**src/rtl/pgw_pkg.sv**
```systemverilog
package pgw_pkg;

  typedef enum logic [1:0] {
    ST_IDLE = 2'd0,
    ST_RECV = 2'd1,
    ST_BUSY = 2'd2
  } pgw_state_e;

  // Address left behind by a write of cnt bytes starting at addr,
  // with pages of 2**page_w bytes.
  function automatic int unsigned pgw_next_addr(input int unsigned addr,
                                                input int unsigned cnt,
                                                input int unsigned page_w);
    int unsigned pmask;
    pmask = (32'd1 << page_w) - 32'd1;
    if (cnt > pmask) return addr;
    return (addr & ~pmask) | ((addr + cnt) & pmask);
  endfunction

endpackage

```
**src/rtl/pgw_page_buf.sv**
```systemverilog
module pgw_page_buf #(
  parameter int PAGE_W = 7,
  parameter int DATA_W = 8
) (
  input  logic              clk,
  input  logic              rst_n,
  input  logic              clr_i,
  input  logic              wr_i,
  input  logic [PAGE_W-1:0] wr_idx_i,
  input  logic [DATA_W-1:0] wr_data_i,
  input  logic [PAGE_W-1:0] rd_idx_i,
  output logic [DATA_W-1:0] rd_data_o,
  output logic              rd_vld_o
);
  localparam int DEPTH = 1 << PAGE_W;

  logic [DATA_W-1:0] dat_w [DEPTH];
  logic [DEPTH-1:0]  vld_w;

  for (genvar g = 0; g < DEPTH; g++) begin : g_ent
    logic              v_q;
    logic [DATA_W-1:0] d_q;
    logic              hit;
    assign hit = wr_i && (wr_idx_i == PAGE_W'(g));

    always_ff @(posedge clk or negedge rst_n) begin
      if (!rst_n)     v_q <= 1'b0;
      else if (clr_i) v_q <= 1'b0;
      else if (hit)   v_q <= 1'b1;
    end

    always_ff @(posedge clk) begin
      if (hit) d_q <= wr_data_i;
    end

    assign dat_w[g] = d_q;
    assign vld_w[g] = v_q;
  end

  assign rd_data_o = dat_w[rd_idx_i];
  assign rd_vld_o  = vld_w[rd_idx_i];
endmodule

```
**src/rtl/pgw_wtimer.sv**
```systemverilog
module pgw_wtimer #(
  parameter int WR_CYCLES = 625000,
  parameter int CNT_W     = $clog2(WR_CYCLES + 1)
) (
  input  logic             clk,
  input  logic             rst_n,
  input  logic             go_i,
  input  logic             run_i,
  output logic [CNT_W-1:0] cnt_o,
  output logic             last_o
);
  logic [CNT_W-1:0] cnt_q;

  always_ff @(posedge clk or negedge rst_n) begin
    if (!rst_n)      cnt_q <= '0;
    else if (go_i)   cnt_q <= '0;
    else if (run_i)  cnt_q <= cnt_q + 1'b1;
  end

  assign cnt_o  = cnt_q;
  assign last_o = (cnt_q == CNT_W'(WR_CYCLES - 1));
endmodule

```
**src/rtl/pgw_seq.sv**
```systemverilog
module pgw_seq #(
  parameter int ADDR_W    = 16,
  parameter int PAGE_W    = 7,
  parameter int DATA_W    = 8,
  parameter int WR_CYCLES = 625000
) (
  input  logic              clk,
  input  logic              rst_n,
  input  logic              start_i,
  input  logic [ADDR_W-1:0] start_addr_i,
  input  logic              byte_vld_i,
  input  logic [DATA_W-1:0] byte_i,
  input  logic              stop_i,
  input  logic              wp_i,
  output logic              busy_o,
  output logic              mem_we_o,
  output logic [ADDR_W-1:0] mem_addr_o,
  output logic [DATA_W-1:0] mem_wdata_o,
  output logic [ADDR_W-1:0] cur_addr_o
);
  import pgw_pkg::*;

  localparam int PAGE  = 1 << PAGE_W;
  localparam int CNT_W = $clog2(WR_CYCLES + 1);

  pgw_state_e        state_q;
  logic [ADDR_W-1:0] base_q;
  logic [ADDR_W-1:0] cur_q;
  logic [PAGE_W-1:0] off_q;
  logic [PAGE_W:0]   cnt_q;
  logic              wp_q;

  // named events, also observed by the checker
  logic start_acc, byte_acc, stop_commit, stop_empty, scan_on;
  logic [CNT_W-1:0]  tmr;
  logic              tmr_last;
  logic [PAGE_W-1:0] scan_idx;
  logic [DATA_W-1:0] buf_rd;
  logic              buf_vld;

  assign start_acc   = start_i && (state_q != ST_BUSY);
  assign byte_acc    = (state_q == ST_RECV) && byte_vld_i && !stop_i && !start_i;
  assign stop_commit = (state_q == ST_RECV) && stop_i && !start_i && (cnt_q != '0);
  assign stop_empty  = (state_q == ST_RECV) && stop_i && !start_i && (cnt_q == '0);
  assign busy_o      = (state_q == ST_BUSY);
  assign scan_on     = busy_o && (32'(tmr) < PAGE);
  assign scan_idx    = tmr[PAGE_W-1:0];

  pgw_page_buf #(.PAGE_W(PAGE_W), .DATA_W(DATA_W)) u_buf (
    .clk      (clk),
    .rst_n    (rst_n),
    .clr_i    (start_acc),
    .wr_i     (byte_acc),
    .wr_idx_i (off_q),
    .wr_data_i(byte_i),
    .rd_idx_i (scan_idx),
    .rd_data_o(buf_rd),
    .rd_vld_o (buf_vld)
  );

  pgw_wtimer #(.WR_CYCLES(WR_CYCLES), .CNT_W(CNT_W)) u_tmr (
    .clk   (clk),
    .rst_n (rst_n),
    .go_i  (stop_commit),
    .run_i (busy_o),
    .cnt_o (tmr),
    .last_o(tmr_last)
  );

  always_ff @(posedge clk or negedge rst_n) begin
    if (!rst_n) begin
      state_q <= ST_IDLE;
      base_q  <= '0;
      cur_q   <= '0;
      off_q   <= '0;
      cnt_q   <= '0;
      wp_q    <= 1'b0;
    end else if (start_acc) begin
      state_q <= ST_RECV;
      base_q  <= start_addr_i;
      cur_q   <= start_addr_i;
      off_q   <= start_addr_i[PAGE_W-1:0];
      cnt_q   <= '0;
      wp_q    <= wp_i;
    end else begin
      case (state_q)
        ST_RECV: begin
          wp_q <= wp_q & wp_i;
          if (stop_commit) begin
            state_q <= ST_BUSY;
            cur_q   <= ADDR_W'(pgw_next_addr(32'(base_q), 32'(cnt_q), PAGE_W));
          end else if (stop_empty) begin
            state_q <= ST_IDLE;
          end else if (byte_acc) begin
            off_q <= off_q + 1'b1;
            if (32'(cnt_q) < PAGE) cnt_q <= cnt_q + 1'b1;
          end
        end
        ST_BUSY: if (tmr_last) state_q <= ST_IDLE;
        default: ;
      endcase
    end
  end

  assign mem_we_o    = scan_on && buf_vld && !wp_q;
  assign mem_addr_o  = {base_q[ADDR_W-1:PAGE_W], scan_idx};
  assign mem_wdata_o = buf_rd;
  assign cur_addr_o  = cur_q;
endmodule

```
**config.mk**
```make
export PLATFORM = sky130hd
export DESIGN_NAME = pgw_seq
export DESIGN_NICKNAME = d
export VERILOG_FILES = /design/src/rtl/pgw_pkg.sv /design/src/rtl/pgw_page_buf.sv /design/src/rtl/pgw_wtimer.sv /design/src/rtl/pgw_seq.sv
export SDC_FILE = /design/constraint.sdc
export NUM_CORES = 1
export LEC_CHECK = 0
export ABC_AREA = 1
export CAP_MARGIN = 10
export CORE_MARGIN = 2
export CORE_UTILIZATION = 30
export CTS_CLUSTER_DIAMETER = 60
export DETAILED_ROUTE_END_ITERATION = 7
export SYNTH_ARGS = -nofsm -noshare
export SYNTH_HDL_FRONTEND = slang
export SYNTH_SLANG_ARGS = --single-unit
```
**constraint.sdc**
```tcl
create_clock -name clk -period 5.6 [get_ports clk]
set_input_delay 1.12 -clock clk [delete_from_list [all_inputs] [get_ports clk]]
set_output_delay 1.12 -clock clk [all_outputs]
set_load 0.05 [all_outputs]
```
==> results.yml <==
global_routing:
  grt_max_degree: 155
  grt_util_all_layers_pct: 16.7
  antenna_found_initial: 3
  grt_pass1_wl_um: 221000
  gr-total-overflow: 0
  grt_pass1_vias: 33800
critical_path:
  endpoint_kind: "output port"
  cp_max_fo: 87
  critPathKind: "flop to output port"
  r2r_cells: 4
  cp_data_required_time_ns: 4.48
  arrival_ns: 4.22
  crit_path_start_kind: "flop"
route:
  via_per_inst: 5.05
  wl_per_cell_um: 21.0
  drt_iter0_markers: 4355
  wirelength_um: 148000
  detail-route-antenna-nets: 0
  dr.pass1.iters: 6
  drc: 0
  vias: 35700
place:
  portBuffers: 71
  gp_congestion: 0.857
  hpwl_um: 87900
  dp.cells: 6814
layout:
  layout-drive-gt1-share_pct: 7.58
  antenna_cells: 0
  nets: 4775
  n_fill_cell: 16600
  instances_no_fill: 7058
  syn_to_final_growth_pct: 14.9
clock_tree:
  cts.clk_slew.worst_paths_ns: 0.06
  cts_root_buf: "clkbuf_16"
  cts_buffers: 133
  h-tree-depth: 4
  cts_tree: "built"
  numClockSinks: 1222
  post_cts_resized: 0
  cts_setup_buffers: 0
  cts_hold_buf: 0
  clock_path_buffers: 3
  clk_latency_ns: 0.75
synth:
  synth_edf_count: 1024
  netlist_area_um2: 51400
  yosysTopAreaCellShare_pct: 59.9
  synth_top_cells_by_area: "edfxtp_1, dfrtp_1, nor2_1"
  yosysSeqAreaShare_pct: 69.5
  synth_fp_nets: 4729
  synth.avg_cell_area_um2: 11.0
  ys_seq_elements: 1222
  dominantRegCellSynth: "edfxtp_1"
  yosys_warnings: 0
  synth_commonest_cells: "nor2_1, edfxtp_1, nand2_1"
  synth_top_area_cell: "edfxtp_1"
  async_flop_share_pct: 16.2
  postSynthCellCount: 4685
  synth_cell_types: 43
  synth.most_common_cell: "nor2_1"
power_and_ir_drop:
  power_leakage_nw: 21.3
  power.total_mw: 27.1
  power.density_nw_per_um2: 458
  vdd_drop_max_mv: 0.443
timing:
  maxSlewHeadroom_pct: 18.5
  slew_viol_final: 0
  post-route-min-period_ns: 5.34
  rsz0062_at_grt: "no"
  hold_viol_final: 0
  min_period_over_period_pct: 95.4
  finalClockSkew_ns: 0.0297
  tightest_slew_ns: 1.22
  max_freq_mhz: 187
  fin_setup_tns_ns: 0
  setup_viol: 0
floorplan:
  die_h_um: 418
  die_w_um: 418
  rows: 151
  initial_utilization_pct: 30.3
  fp.coreArea_um2: 170000
  ios: 72
  die-area_um2: 175000
hold_path:
  hold_path.class: "primary input to async pin"
flow_run:
  drv_cap: 0
run_status:
  outcome: "complete, no violations"
## final cells by class
type / count / area [um2] / area share (%)
flip-flops and latches: 1222 / 35700 / 60.5
clock inverters: 64 / 619 / 1.05
multi-input cells: 2990 / 13500 / 22.8
well taps: 2218 / 2780 / 4.70
clock buffers: 180 / 3680 / 6.24
inverters: 181 / 701 / 1.19
repair buffers: 203 / 2090 / 3.54
## metal layers
layer / GRT usage [%] / vias to the layer above / share of wire, %
met5: 0 / - / 0
met4: 5.34 / 0 / 2.8
met3: 2.84 / 228 / 8.4
met2: 25.9 / 1533 / 46
met1: 23.7 / 17700 / 43
li1: - / 16200 / -
## worst paths after layout
kind | end | slack, ns | startpoint
max reg2reg | u_buf.g_ent[102].d_q[1] | 2.43 | off_q[6]
max | mem_wdata_o[0] | 0.26 | u_tmr.cnt_o[0]
min | u_buf.g_ent[123].v_q | 0.36 | rst_n
max in group asynchronous | u_buf.g_ent[19].v_q | 4.03 | rst_n
min in group clk | u_buf.g_ent[61].v_q | 0.48 | u_buf.g_ent[61].v_q
min reg2reg | u_buf.g_ent[61].v_q | 0.48 | u_buf.g_ent[61].v_q
## registers in the layout, summed over array words and instances (netlist names)
name,count
state_q,2
base_q,16
wp_q,1
cur_addr_o,16
off_q,7
u_buf.g_ent.v_q,128
u_buf.g_ent.d_q,1024
u_tmr.cnt_o,20
cnt_q,8
## where the power goes
group | internal (mW) | leakage, nW | total, mW | switching [mW]
combinational | 2.40 | 7.31 | 8.24 | 5.84
sequential | 9.98 | 11.9 | 10.1 | 0.172
clock | 5.08 | 2.11 | 8.68 | 3.60
## logic make-up (layout without fill, tap and decap cells)
logic type	after synthesis	count (layout)	share of synthesized area [%]
compound gates	820	820	9.02
xor+xnor	6	6	0.102
fa+ha+maj	14	14	0.356
buf+inv	473	628	4.34
flops	1222	1222	69.5
simple gates	2150	2150	16.7
## critical path: stages (launching register included)
cell      delay, ns
dfrtp_4        0.59
inv_8          0.44
buf_12         0.35
buf_12         0.21
nor2_1         0.05
o211ai_1       0.18
nand3_1        0.27
nand2_1        0.16
nand2_1        0.05
nor2_1         0.15
nor2_1         0.06
nor2_1         0.58
buf_12         0.22
## cell usage in the layout (no fill, tap or decap), types with 7 or more instances in the layout
cell type and count:
nand2_1 689, clkinv_2 20, inv_6 7, edfxtp_1 1024
dfrtp_1 195, clkdlybuf4s50_1 53, clkinv_1 36, buf_12 34
ha_1 13, a31oi_1 17, inv_2 8, clkbuf_16 138
o22ai_1 32, o21a_1 109, nor2_1 1122, clkbuf_8 7
bufinv_16 10, a21oi_1 49, o21ai_0 469, o21ai_1 70
inv_1 157, nand3_1 286, nor3_1 13, buf_4 115
nand4_1 15, clkbuf_1 35, o211ai_1 65
## through the flow
| stage | hold slack [ns] | util (%) | setup WS (ns) | cell area (um2) |
|---|---|---|---|---|
| floorplan | 0.453 | - | 2.32 | 51400 |
| global placement | 0.467 | 32.3 | 1.02 | 54700 |
| detailed placement | 0.474 | 32.3 | 1.02 | 54700 |
| CTS | 0.371 | 34.8 | 0.204 | 59000 |
| global route | 0.391 | 34.8 | 0.152 | 59000 |
| finish | 0.359 | 34.8 | 0.256 | 59000 |
(Power assumes the default switching activity.)
